### config.mk
export PLATFORM = sky130hd
export DESIGN_NAME = tap_ctrl
export DESIGN_NICKNAME = d
export VERILOG_FILES = /design/src/rtl/tap_ctrl_pkg.sv /design/src/rtl/tap_fsm.sv /design/src/rtl/tap_ir.sv /design/src/rtl/tap_dr.sv /design/src/rtl/tap_decode.sv /design/src/rtl/tap_ctrl.sv
export SDC_FILE = /design/constraint.sdc
export NUM_CORES = 1
export LEC_CHECK = 0
export ABC_AREA = 0
export ABC_CLOCK_PERIOD_IN_PS = 2900
export BUFFER_PORTS_ARGS = -buffer_cell sky130_fd_sc_hd__buf_4
export CORE_UTILIZATION = 55
export CTS_BUF_LIST = sky130_fd_sc_hd__clkbuf_8
export CTS_CLUSTER_DIAMETER = 120
export DETAILED_ROUTE_END_ITERATION = 10
export PLACE_DENSITY = 0.8
export SLEW_MARGIN = 20
export SYNTH_ARGS = -nofsm -noshare
export SYNTH_HDL_FRONTEND = slang
export SYNTH_SLANG_ARGS = --single-unit
### constraint.sdc
create_clock -name tck -period 2.9 [get_ports tck]
set_input_delay 0.725 -clock tck [delete_from_list [all_inputs] [get_ports tck]]
set_output_delay 0.725 -clock tck [all_outputs]
set_load 0.02 [all_outputs]
### src/rtl/tap_ctrl_pkg.sv
// Shared types for the test access port controller: state codes, opcodes,
// decoded instruction record. Assumes a fixed 4-bit instruction.
package tap_ctrl_pkg;

    localparam int IR_W = 4;

    typedef enum logic [3:0] {
        ST_RESET    = 4'hF,
        ST_IDLE     = 4'hC,
        ST_DR_SEL   = 4'h7,
        ST_DR_CAP   = 4'h6,
        ST_DR_SHIFT = 4'h2,
        ST_DR_EX1   = 4'h1,
        ST_DR_PAUSE = 4'h3,
        ST_DR_EX2   = 4'h0,
        ST_DR_UPD   = 4'h5,
        ST_IR_SEL   = 4'h4,
        ST_IR_CAP   = 4'hE,
        ST_IR_SHIFT = 4'hA,
        ST_IR_EX1   = 4'h9,
        ST_IR_PAUSE = 4'hB,
        ST_IR_EX2   = 4'h8,
        ST_IR_UPD   = 4'hD
    } tap_state_e;

    localparam logic [IR_W-1:0] OP_CLAMP    = 4'b0000;
    localparam logic [IR_W-1:0] OP_EXTEST   = 4'b0001;
    localparam logic [IR_W-1:0] OP_EXPULSE  = 4'b0010;
    localparam logic [IR_W-1:0] OP_EXTRAIN  = 4'b0011;
    localparam logic [IR_W-1:0] OP_INTEST   = 4'b0100;
    localparam logic [IR_W-1:0] OP_SAMPLE   = 4'b0101;
    localparam logic [IR_W-1:0] OP_HIGHZ    = 4'b0110;
    localparam logic [IR_W-1:0] OP_HOST     = 4'b0111;
    localparam logic [IR_W-1:0] OP_IDCODE   = 4'b1000;
    localparam logic [IR_W-1:0] OP_BYPASS   = 4'b1111;
    localparam logic [IR_W-1:0] IR_CAPTURE  = 4'b0001;

    typedef enum logic [1:0] {
        SRC_BYPASS = 2'd0,
        SRC_CHAIN  = 2'd1,
        SRC_HOST   = 2'd2,
        SRC_ID     = 2'd3
    } tdo_src_e;

    typedef struct packed {
        logic     chain_sel;
        logic     host_sel;
        logic     hold_off;
        logic     core_from_jtag;
        logic     pins_from_jtag;
        logic     pulse_mode;
        logic     train_mode;
        tdo_src_e tdo_src;
    } ir_decode_t;

endpackage

### src/rtl/tap_fsm.sv
// TMS-driven 16-state controller. Synchronous active-low reset on the
// rising edge of tck; assumes tms is stable around that edge.
module tap_fsm
    import tap_ctrl_pkg::*;
(
    input  logic       tck,
    input  logic       trst_n,
    input  logic       tms,
    output tap_state_e state
);

    tap_state_e nxt;

    // Next state from the current state and tms.
    always_comb begin
        unique case (state)
            ST_RESET:    nxt = tms ? ST_RESET    : ST_IDLE;
            ST_IDLE:     nxt = tms ? ST_DR_SEL   : ST_IDLE;
            ST_DR_SEL:   nxt = tms ? ST_IR_SEL   : ST_DR_CAP;
            ST_DR_CAP:   nxt = tms ? ST_DR_EX1   : ST_DR_SHIFT;
            ST_DR_SHIFT: nxt = tms ? ST_DR_EX1   : ST_DR_SHIFT;
            ST_DR_EX1:   nxt = tms ? ST_DR_UPD   : ST_DR_PAUSE;
            ST_DR_PAUSE: nxt = tms ? ST_DR_EX2   : ST_DR_PAUSE;
            ST_DR_EX2:   nxt = tms ? ST_DR_UPD   : ST_DR_SHIFT;
            ST_DR_UPD:   nxt = tms ? ST_DR_SEL   : ST_IDLE;
            ST_IR_SEL:   nxt = tms ? ST_RESET    : ST_IR_CAP;
            ST_IR_CAP:   nxt = tms ? ST_IR_EX1   : ST_IR_SHIFT;
            ST_IR_SHIFT: nxt = tms ? ST_IR_EX1   : ST_IR_SHIFT;
            ST_IR_EX1:   nxt = tms ? ST_IR_UPD   : ST_IR_PAUSE;
            ST_IR_PAUSE: nxt = tms ? ST_IR_EX2   : ST_IR_PAUSE;
            ST_IR_EX2:   nxt = tms ? ST_IR_UPD   : ST_IR_SHIFT;
            ST_IR_UPD:   nxt = tms ? ST_DR_SEL   : ST_IDLE;
            default:     nxt = ST_RESET;
        endcase
    end

    // State register with synchronous reset.
    always_ff @(posedge tck) begin
        if (!trst_n) state <= ST_RESET;
        else         state <= nxt;
    end

endmodule

### src/rtl/tap_ir.sv
// Instruction register: a shift stage loaded in Capture-IR and shifted in
// Shift-IR, plus a parallel stage loaded only when leaving Update-IR.
// Test-Logic-Reset reloads the parallel stage with RST_OP.
module tap_ir
    import tap_ctrl_pkg::*;
#(
    parameter int              W      = IR_W,
    parameter logic [W-1:0]    CAP_OP = IR_CAPTURE,
    parameter logic [W-1:0]    RST_OP = OP_IDCODE
) (
    input  logic         tck,
    input  logic         trst_n,
    input  tap_state_e   state,
    input  logic         tdi,
    output logic         ir_lsb,
    output logic [W-1:0] ir_q
);

    logic [W-1:0] ir_sr;

    // Shift stage: capture fixed pattern, shift toward LSB.
    always_ff @(posedge tck) begin
        if (!trst_n)                   ir_sr <= CAP_OP;
        else if (state == ST_IR_CAP)   ir_sr <= CAP_OP;
        else if (state == ST_IR_SHIFT) ir_sr <= {tdi, ir_sr[W-1:1]};
    end

    // Parallel stage: updated from the shift stage only in Update-IR.
    always_ff @(posedge tck) begin
        if (!trst_n || state == ST_RESET) ir_q <= RST_OP;
        else if (state == ST_IR_UPD)      ir_q <= ir_sr;
    end

    assign ir_lsb = ir_sr[0];

endmodule

### src/rtl/tap_dr.sv
// Internal data registers: one-bit bypass stage and an identification
// register. Both capture in Capture-DR and shift in Shift-DR; the TDO
// mux decides which one is observed.
module tap_dr
    import tap_ctrl_pkg::*;
#(
    parameter int            ID_W     = 32,
    parameter logic [ID_W-1:0] ID_VALUE = 32'h0000_0001
) (
    input  logic       tck,
    input  logic       trst_n,
    input  tap_state_e state,
    input  logic       tdi,
    output logic       byp_q,
    output logic       id_lsb
);

    logic [ID_W-1:0] id_sr;

    // Bypass stage: capture zero, then one-bit delay of tdi.
    always_ff @(posedge tck) begin
        if (!trst_n)                   byp_q <= 1'b0;
        else if (state == ST_DR_CAP)   byp_q <= 1'b0;
        else if (state == ST_DR_SHIFT) byp_q <= tdi;
    end

    // ID register: capture constant, shift LSB first.
    always_ff @(posedge tck) begin
        if (!trst_n)                   id_sr <= ID_VALUE;
        else if (state == ST_DR_CAP)   id_sr <= ID_VALUE;
        else if (state == ST_DR_SHIFT) id_sr <= {tdi, id_sr[ID_W-1:1]};
    end

    assign id_lsb = id_sr[0];

endmodule

### src/rtl/tap_decode.sv
// Combinational decode of the active instruction into boundary-scan
// controls and the TDO source. Undefined codes select bypass only.
module tap_decode
    import tap_ctrl_pkg::*;
(
    input  logic [IR_W-1:0] ir,
    output ir_decode_t      dec
);

    // One decode per opcode; defaults cover undefined codes.
    always_comb begin
        dec = '{chain_sel: 1'b0, host_sel: 1'b0, hold_off: 1'b0,
                core_from_jtag: 1'b0, pins_from_jtag: 1'b0,
                pulse_mode: 1'b0, train_mode: 1'b0, tdo_src: SRC_BYPASS};
        unique case (ir)
            OP_CLAMP:   dec.pins_from_jtag = 1'b1;
            OP_EXTEST: begin
                dec.chain_sel = 1'b1; dec.pins_from_jtag = 1'b1;
                dec.tdo_src = SRC_CHAIN;
            end
            OP_EXPULSE: begin
                dec.chain_sel = 1'b1; dec.pins_from_jtag = 1'b1;
                dec.pulse_mode = 1'b1; dec.tdo_src = SRC_CHAIN;
            end
            OP_EXTRAIN: begin
                dec.chain_sel = 1'b1; dec.pins_from_jtag = 1'b1;
                dec.train_mode = 1'b1; dec.tdo_src = SRC_CHAIN;
            end
            OP_INTEST: begin
                dec.chain_sel = 1'b1; dec.core_from_jtag = 1'b1;
                dec.tdo_src = SRC_CHAIN;
            end
            OP_SAMPLE: begin
                dec.chain_sel = 1'b1; dec.tdo_src = SRC_CHAIN;
            end
            OP_HIGHZ: begin
                dec.hold_off = 1'b1; dec.pins_from_jtag = 1'b1;
            end
            OP_HOST: begin
                dec.host_sel = 1'b1; dec.tdo_src = SRC_HOST;
            end
            OP_IDCODE:  dec.tdo_src = SRC_ID;
            default:    ;
        endcase
    end

endmodule

### src/rtl/tap_ctrl.sv
// Top of the test access port controller. Rising-edge state, instruction
// and data registers; TDO and its enable retimed on the falling edge.
// Assumes the boundary chain and host returns are stable in Shift-DR.
module tap_ctrl
    import tap_ctrl_pkg::*;
#(
    parameter int              ID_W     = 32,
    parameter logic [ID_W-1:0] ID_VALUE = 32'h0000_0001
) (
    input  logic       tck,
    input  logic       trst_n,
    input  logic       tms,
    input  logic       tdi,
    output logic       tdo,
    output logic       tdo_oe,
    input  logic       chain_ret,
    input  logic       host_ret,
    output logic       chain_sel,
    output logic       host_sel,
    output logic       chain_capture,
    output logic       chain_shift,
    output logic       chain_update,
    output logic       tlr_n,
    output logic [3:0] state_code,
    output logic       hold_off,
    output logic       core_from_jtag,
    output logic       pins_from_jtag,
    output logic       pulse_mode,
    output logic       train_mode
);

    tap_state_e      state;
    logic [IR_W-1:0] ir_q;
    logic            ir_lsb;
    logic            byp_q;
    logic            id_lsb;
    ir_decode_t      dec;
    logic            in_ir_path;
    logic            tdo_d;

    tap_fsm u_fsm (.tck(tck), .trst_n(trst_n), .tms(tms), .state(state));

    tap_ir #(.W(IR_W), .CAP_OP(IR_CAPTURE), .RST_OP(OP_IDCODE)) u_ir (
        .tck(tck), .trst_n(trst_n), .state(state), .tdi(tdi),
        .ir_lsb(ir_lsb), .ir_q(ir_q)
    );

    tap_dr #(.ID_W(ID_W), .ID_VALUE(ID_VALUE)) u_dr (
        .tck(tck), .trst_n(trst_n), .state(state), .tdi(tdi),
        .byp_q(byp_q), .id_lsb(id_lsb)
    );

    tap_decode u_dec (.ir(ir_q), .dec(dec));

    // IR branch states after Select-IR route the instruction stage to TDO.
    always_comb begin
        unique case (state)
            ST_IR_CAP, ST_IR_SHIFT, ST_IR_EX1,
            ST_IR_PAUSE, ST_IR_EX2, ST_IR_UPD: in_ir_path = 1'b1;
            default:                           in_ir_path = 1'b0;
        endcase
    end

    // TDO source selection.
    always_comb begin
        if (in_ir_path) tdo_d = ir_lsb;
        else begin
            unique case (dec.tdo_src)
                SRC_CHAIN: tdo_d = chain_ret;
                SRC_HOST:  tdo_d = host_ret;
                SRC_ID:    tdo_d = id_lsb;
                default:   tdo_d = byp_q;
            endcase
        end
    end

    // Falling-edge retiming of serial output and its enable.
    always_ff @(negedge tck) begin
        if (!trst_n) begin
            tdo    <= 1'b0;
            tdo_oe <= 1'b0;
        end else begin
            tdo    <= tdo_d;
            tdo_oe <= (state == ST_DR_SHIFT) || (state == ST_IR_SHIFT);
        end
    end

    assign chain_sel      = dec.chain_sel;
    assign host_sel       = dec.host_sel;
    assign hold_off       = dec.hold_off;
    assign core_from_jtag = dec.core_from_jtag;
    assign pins_from_jtag = dec.pins_from_jtag;
    assign pulse_mode     = dec.pulse_mode;
    assign train_mode     = dec.train_mode;
    assign chain_capture  = dec.chain_sel && (state == ST_DR_CAP);
    assign chain_shift    = dec.chain_sel && (state == ST_DR_SHIFT);
    assign chain_update   = dec.chain_sel && (state == ST_DR_UPD);
    assign tlr_n          = (state != ST_RESET);
    assign state_code     = state;

endmodule

Yosys cells after proc, flatten, opt, wreduce, memory -nomap -nowiden. Index checks and enable logic that the tools add are counted.

Bitwise operators: 1. Reductions and logical operators: 16. Mux-type cells: 24. Eq/ne operators: 27.

Operators by type and width (count): one-hot mux 4 bit (12 select lines) (1); equality test 4 bit (second input constant) (9); equality test 4 x 3 -> 1 bit (second input constant) (8); equality test 4 x 2 -> 1 bit (second input constant) (4); two-way mux 2 bit (6); two-way mux 3 bit (4); two-way mux 1 bit (10); OR reduction 5 bit (2); equality test 4 x 1 -> 1 bit (second input constant) (2); zero test 4 bit (2); OR reduction 2 bit (4); one-hot mux 2 bit (3 select lines) (1); OR reduction 6 bit (1); equality test 2 bit (second input constant) (2); two-way mux 4 bit (1); inequality test 4 bit (second input constant) (1); logical AND 1 bit (3); one-hot mux 1 bit (3 select lines) (1); OR reduction 3 bit (1); equality test 2 x 1 -> 1 bit (second input constant) (1); logical OR 1 bit (2); zero test 1 bit (1); NOT 1 bit (1).

Input bits: 6. Flip-flop bits (word level): 47.

Longest topological paths before layout. Gate-level depths: netlist (run 1).

Depth in word-level cells: 6. Gate-level depth with buffers: 7.

Modules after synthesis. From an unflattened synthesis (run 1), not the netlist that was laid out.

Cells, all modules: 231. Area total of the unflattened synthesis: 2219.6 sq um.

By module, submodules not included: tap_dr (sequential area each 640.6 sq um, cells each 143, times used 1, area each 1453.9 sq um); tap_ir (sequential area each 160.2 sq um, cells each 34, times used 1, area each 327.8 sq um); tap_fsm (sequential area each 80.1 sq um, cells each 22, times used 1, area each 183.9 sq um); tap_ctrl (sequential area each 40.0 sq um, cells each 15, times used 1, area each 150.1 sq um); tap_decode (sequential area each 0.0 sq um, cells each 17, times used 1, area each 103.8 sq um).

==> metrics.md, run 1 <==
| Metric | Value |
|---|---|
| H-tree levels | `2` |
| RSZ-0062 raised after global routing | `true` |
| Syn avg cell area | `7.79 um^2` |
| Core footprint | `between 3000 and 4000 um^2` |
| Most frequent cells in the layout | `nand2_1, dfxtp_1, a21oi_1, buf_4, nor3_1` |
| Share of cells above drive strength 1 | `0.169` |
| Setup bufs post-CTS | `0` |
| Nets | `277` |
| Yosys cell types | `31` |
| Setup Skew | `58.5 ps` |
| Seq/Total Area, Yosys | `0.475` |
| Non-Filler Instances | `318` |
| Mapped Cells | `249` |
| Slew @ Worst Pin | `971 ps` |
| Port Buffer Count | `22` |
| DIE WIDTH | `61.4 um` |
| Initial Utilization | `0.577` |
| Crit path required time | `approximately 2200 ps` |
| Fillers | `between 300 and 400` |
| Worst hold slack | `453 ps` |
| CTS tree | `built` |
| Die Ht | `roughly 60 um` |
| Slowest cell on crit path | `dfxtp_2` |
| Hold_buf cts | `0` |
| Drt initial violations | `slightly below 100` |
| P_leak | `0.833 nW` |
| Post-route DRC | `0` |
| Post-DP HPWL | `roughly 2400 um` |
| Final Util | `0.672` |
| Setup violators final | `2` |
| GRT overflow | `0` |
| Worst setup EP type | `output port` |
| VDD IR-drop max | `365 uV` |
| Synth-to-layout area growth | `16.4%` |
| Largest net degree at the start of global routing | `33` |
| First-pass GRT wire length | `around 5700 um` |
| CP Launch Type | `flop` |
| Final WL | `between 3000 and 4000 um` |
| Flops & latches, synth | `46` |
| Clk_lat worst skew | `340 ps` |
| EDFF count, synth | `0` |
| Setup WS post-layout | `-45.4 ps` |
| Min-Delay Path Class | `reg -> reg` |
| Initial antenna violation count | `0` |
| Via density | `5.14` |
| Pins Over Slew Limit | `0` |
| Ys async rst share | `0` |
| Final Hold Viols | `0` |
| Max_cap viols | `0` |
| Max incr delay on CP | `310 ps` |
| Top Family by Delay on Critical Path | `flip-flops` |
| Vias in the first global route | `1,267` |
| Clk buf depth | `2` |
| Synth Warn # | `0` |
| Mapped Area | `1940 um^2` |
| Ant diodes | `0` |
| Clock transition at path regs | `80 ps` |
| Vias after detailed routing | `about 1.6k` |
| CTS Buf Count | `5` |
| Core Rows | `21` |
| Clock Tree Root | `clkbuf_8` |
| TritonRoute pass-1 iters | `4` |
| WP data arrival | `approximately 2200 ps` |
| Syn_nets | `255` |
| Gp weighted congestion | `0.762` |
| Run status | `finished with violations` |
| Most common cell after layout, fill and taps aside | `nand2_1` |
| Crit path max fanout | `1` |
| Failing checks | `negative setup slack` |
| Total track usage | `0.205` |
| Die ar. | `3770 um^2` |
| Hold path startpoint | `u_dr.id_sr[25]` |
| Post-route antenna net violation count | `0` |
| Critical Path Start | `tdo` |
| Placed cells | `about 300` |
| R2R Path Start | `u_ir.ir_q[1]` |
| Num ports | `23` |
| Power Density | `571 nW/um^2` |
| Clk sink count | `46` |
| Bufs and invs on worst path | `1` |
| Max-slew headroom | `0.353` |
| CP cell instances | `buf_6` |
| Top FF cell, synth | `dfxtp_1` |
| Crit Path Class | `reg -> out` |
| Post-DR wirelength/cell | `11.4 um` |
cells by family after synthesis:
logic type / share of synthesized area
buf+inv: 0.0761
compound gates: 0.179
flops: 0.475
simple gates: 0.266
xor+xnor: 0.00451
worst paths after layout:
| kind | end | slack, ps | cells after the start |
|---|---|---|---|
| worst max-delay path | tdo | -50 | 1 |
| worst min-delay path | u_dr.id_sr[24] | 450 | 2 |
| worst max register to register | tdo | 190 | 4 |
| worst min register to register | u_dr.id_sr[24] | 450 | 2 |
layer usage:
layer / vias to the layer above / part of all wire / GRT usage / routed length [um]
met4: 0 / 0.0063 / 0.0476 / 23
met2: 31 / 0.46 / 0.314 / 1670
met3: 4 / 0.033 / 0.0567 / 119
met1: 719 / 0.50 / 0.290 / 1810
li1: 879 / - / - / -
met5: - / 0 / 0 / 0
through the flow:
stage	area [um^2]	setup slack [ps]	power [mW]	setup TNS, ps
floorplan	1940	74.7	0.783	0
global placement	2140	-80.0	0.837	-80.0
detailed placement	2140	-97.9	0.840	-97.9
CTS	2260	-56.4	1.30	-105
global route	2260	-76.1	1.35	-148
finish	2260	-45.4	1.29	-87.3
cells in the mapped netlist (all sizes together), types with 3 or more instances:
cell | count | area share
a21boi | 3 | 0.012
a21oi | 40 | 0.10
buf | 17 | 0.057
clkbuf | 4 | 0.0077
dfxtp | 46 | 0.47
inv | 6 | 0.012
nand2 | 76 | 0.15
nand2b | 3 | 0.014
nand4 | 5 | 0.016
nor2 | 4 | 0.0077
nor2b | 6 | 0.019
nor3 | 10 | 0.028
nor3b | 3 | 0.012
o21ai | 5 | 0.013
timing repair:
action                     in CTS  in global routing
cloned                          0                  0
gates resized for setup         4                  0
setup endpoints to repair       2                  2
state kept, by name, summed over array words and instances, names as in the netlist:
name,count
u_ir.ir_q,4
u_dr.id_sr,31
u_dr.byp_q,1
u_ir.ir_sr,4
u_fsm.state,4
tdo_oe,1
tdo,1
power by group:
| group | internal [mW] | switching [mW] | total, mW |
|---|---|---|---|
| Sequential | 0.644 | 0.0133 | 0.657 |
| Combinational | 0.0674 | 0.0962 | 0.164 |
| Clock | 0.257 | 0.213 | 0.470 |
| Total | 0.969 | 0.323 | 1.29 |
worst min-delay path: stages, from the launching register on:
cell and delay, ps:
dfxtp_1 310, nand2_1 50, a21oi_1 50
area by class of cell:
type	instances	area, um^2	share of cell area
Clock buffer	5	68.8	0.0305
Timing Repair Buffer	35	270	0.120
Clock inverter	5	48.8	0.0216
Inverter	5	18.8	0.00831
Multi-Input combinational cell	176	872	0.386
Sequential cell	46	923	0.409
Tap cell	46	57.6	0.0255
(Power assumes the default switching activity.)
==> run 2, diff against run 1 <==
--- a/config.mk
+++ b/config.mk
@@ -12,6 +12,7 @@
 export CTS_BUF_LIST = sky130_fd_sc_hd__clkbuf_8
 export CTS_CLUSTER_DIAMETER = 120
 export DETAILED_ROUTE_END_ITERATION = 10
+export GPL_TIMING_DRIVEN = 0
 export PLACE_DENSITY = 0.8
 export SLEW_MARGIN = 20
 export SYNTH_ARGS = -nofsm -noshare
==> metrics.md, run 2 (synthesis results as in run 1) <==
| Metric | Value |
|---|---|
| Run status | `finished with violations` |
| Failing checks | `negative setup slack` |
| Share of cells above drive strength 1 | `0.182` |
| Post-DP HPWL | `2660 um` |
| Non-Filler Instances | `326` |
| Clock Tree Root | `clkbuf_8` |
| Setup Skew | `56.5 ps` |
| Max incr delay on CP | `300 ps` |
| Placed cells | `between 300 and 400` |
| Slew @ Worst Pin | `465 ps` |
| Crit path required time | `2170 ps` |
| Hold_buf cts | `0` |
| CTS Buf Count | `5` |
| Die ar. | `3770 um^2` |
| Min-Delay Path Class | `reg -> reg` |
| Core Rows | `21` |
| Core footprint | `3360 um^2` |
| Num ports | `23` |
| Number of flip-flops in the largest register | `31` |
| Final Hold Viols | `0` |
| Vias in the first global route | `1,420` |
| Post-route DRC | `0` |
| Drt initial violations | `126` |
| Slowest cell on crit path | `dfxtp_2` |
| Via density | `5.23` |
| Die Ht | `61.4 um` |
| Final WL | `3810 um` |
| Crit Path Class | `reg -> out` |
| TritonRoute pass-1 iters | `4` |
| Clk_lat worst skew | `approximately 360 ps` |
| Worst hold slack | `~460 ps` |
| Reg with most FFs | `u_dr.id_sr` |
| Crit path max fanout | `1` |
| CTS tree | `built` |
| Total track usage | `0.216` |
| Max_cap viols | `0` |
| P_leak | `approximately 0.86 nW` |
| H-tree levels | `2` |
| Gp weighted congestion | `about 0.80` |
| Power Density | `567 nW/um^2` |
| Multi-input gate area | `877 um^2` |
| CP cell instances | `buf_6` |
| Nets | `around 290` |
| Port Buffer Count | `22` |
| Ant diodes | `0` |
| Top Family by Delay on Critical Path | `flip-flops` |
| Initial Utilization | `0.577` |
| GRT overflow | `0` |
| DIE WIDTH | `61.4 um` |
| Max-slew headroom | `0.688` |
| Post-route antenna net violation count | `0` |
| Vias after detailed routing | `1,706` |
| Worst setup EP type | `output port` |
| Pins Over Slew Limit | `0` |
| Setup bufs post-CTS | `0` |
| Setup WS post-layout | `-54.6 ps` |
| Bufs and invs on worst path | `1` |
| Setup violators final | `2` |
| Reg area | `923 um^2` |
| VDD IR-drop max | `315 uV` |
| Most common cell after layout, fill and taps aside | `nand2_1` |
| Clk sink count | `46` |
| Fillers | `300` |
| Place WS | `-104 ps` |
| CP Launch Type | `flop` |
| Clock transition at path regs | `80 ps` |
| Post-DR wirelength/cell | `11.7 um` |
| Most frequent cells in the layout | `nand2_1, dfxtp_1, a21oi_1, buf_4, buf_2` |
| Final Util | `0.682` |
| Setup TNS | `-109 ps` |
| Largest net degree at the start of global routing | `15` |
| Clk buf depth | `2` |
| Synth-to-layout area growth | `18.2%` |
| Initial antenna violation count | `0` |
| RSZ-0062 raised after global routing | `true` |
| WP data arrival | `approximately 2200 ps` |
| First-pass GRT wire length | `6000 um` |
[run 2: cell types whose count changed in the layout (fill, tap and decap cells not counted), sizes merged]
cell and change:
buf +3, clkbuf +5
[run 2: repair_timing]
action	in CTS	in global routing
gates cloned	0	0
resized for setup	5	1
pin swaps	0	1
setup endpoints to repair	3	3
[run 2: area by class of cell]
| type | instances | share of cell area |
|---|---|---|
| flip-flops and latches | 46 | 0.402 |
| multi-input cells | 176 | 0.382 |
| repair buffers | 22 | 0.0752 |
| plain buffers | 21 | 0.0556 |
| clock buffers | 5 | 0.0300 |
| well taps | 46 | 0.0251 |
| clock inverters | 5 | 0.0213 |
| inverters | 5 | 0.00818 |
[run 2: layer usage]
layer	track usage	share of wire	up-vias	wire length (um)
li1	-	-	894	-
met1	0.284	0.47	773	1800
met4	0.0667	0.012	0	46
met2	0.346	0.47	35	1790
met3	0.0630	0.047	4	180
met5	0	0	-	0
[run 2: stage by stage]
| step | area (um^2) | power (mW) |
|---|---|---|
| after CTS | 2290 | 1.31 |
| after detailed placement | 2160 | 0.834 |
| after floorplan | 1940 | 0.783 |
| after global placement | 2160 | 0.832 |
| after global routing | 2290 | 1.36 |
| final | 2290 | 1.30 |
[run 2: worst paths after layout]
check | slack, ps | startpoint | end | depth (start not counted)
worst max-delay path | -50 | tdo_oe | tdo_oe | 1
worst min-delay path | 460 | u_dr.id_sr[25] | u_dr.id_sr[24] | 2
worst max register to register | 90 | u_fsm.state[3] | tdo | 5
worst min register to register | 460 | u_dr.id_sr[25] | u_dr.id_sr[24] | 2
[run 2: power breakdown]
group	internal [mW]	switching, mW	leakage, nW	total [mW]
Clock	0.257	0.224	0.0662	0.481
Sequential	0.644	0.00858	0.373	0.653
Combinational	0.0642	0.103	0.418	0.167
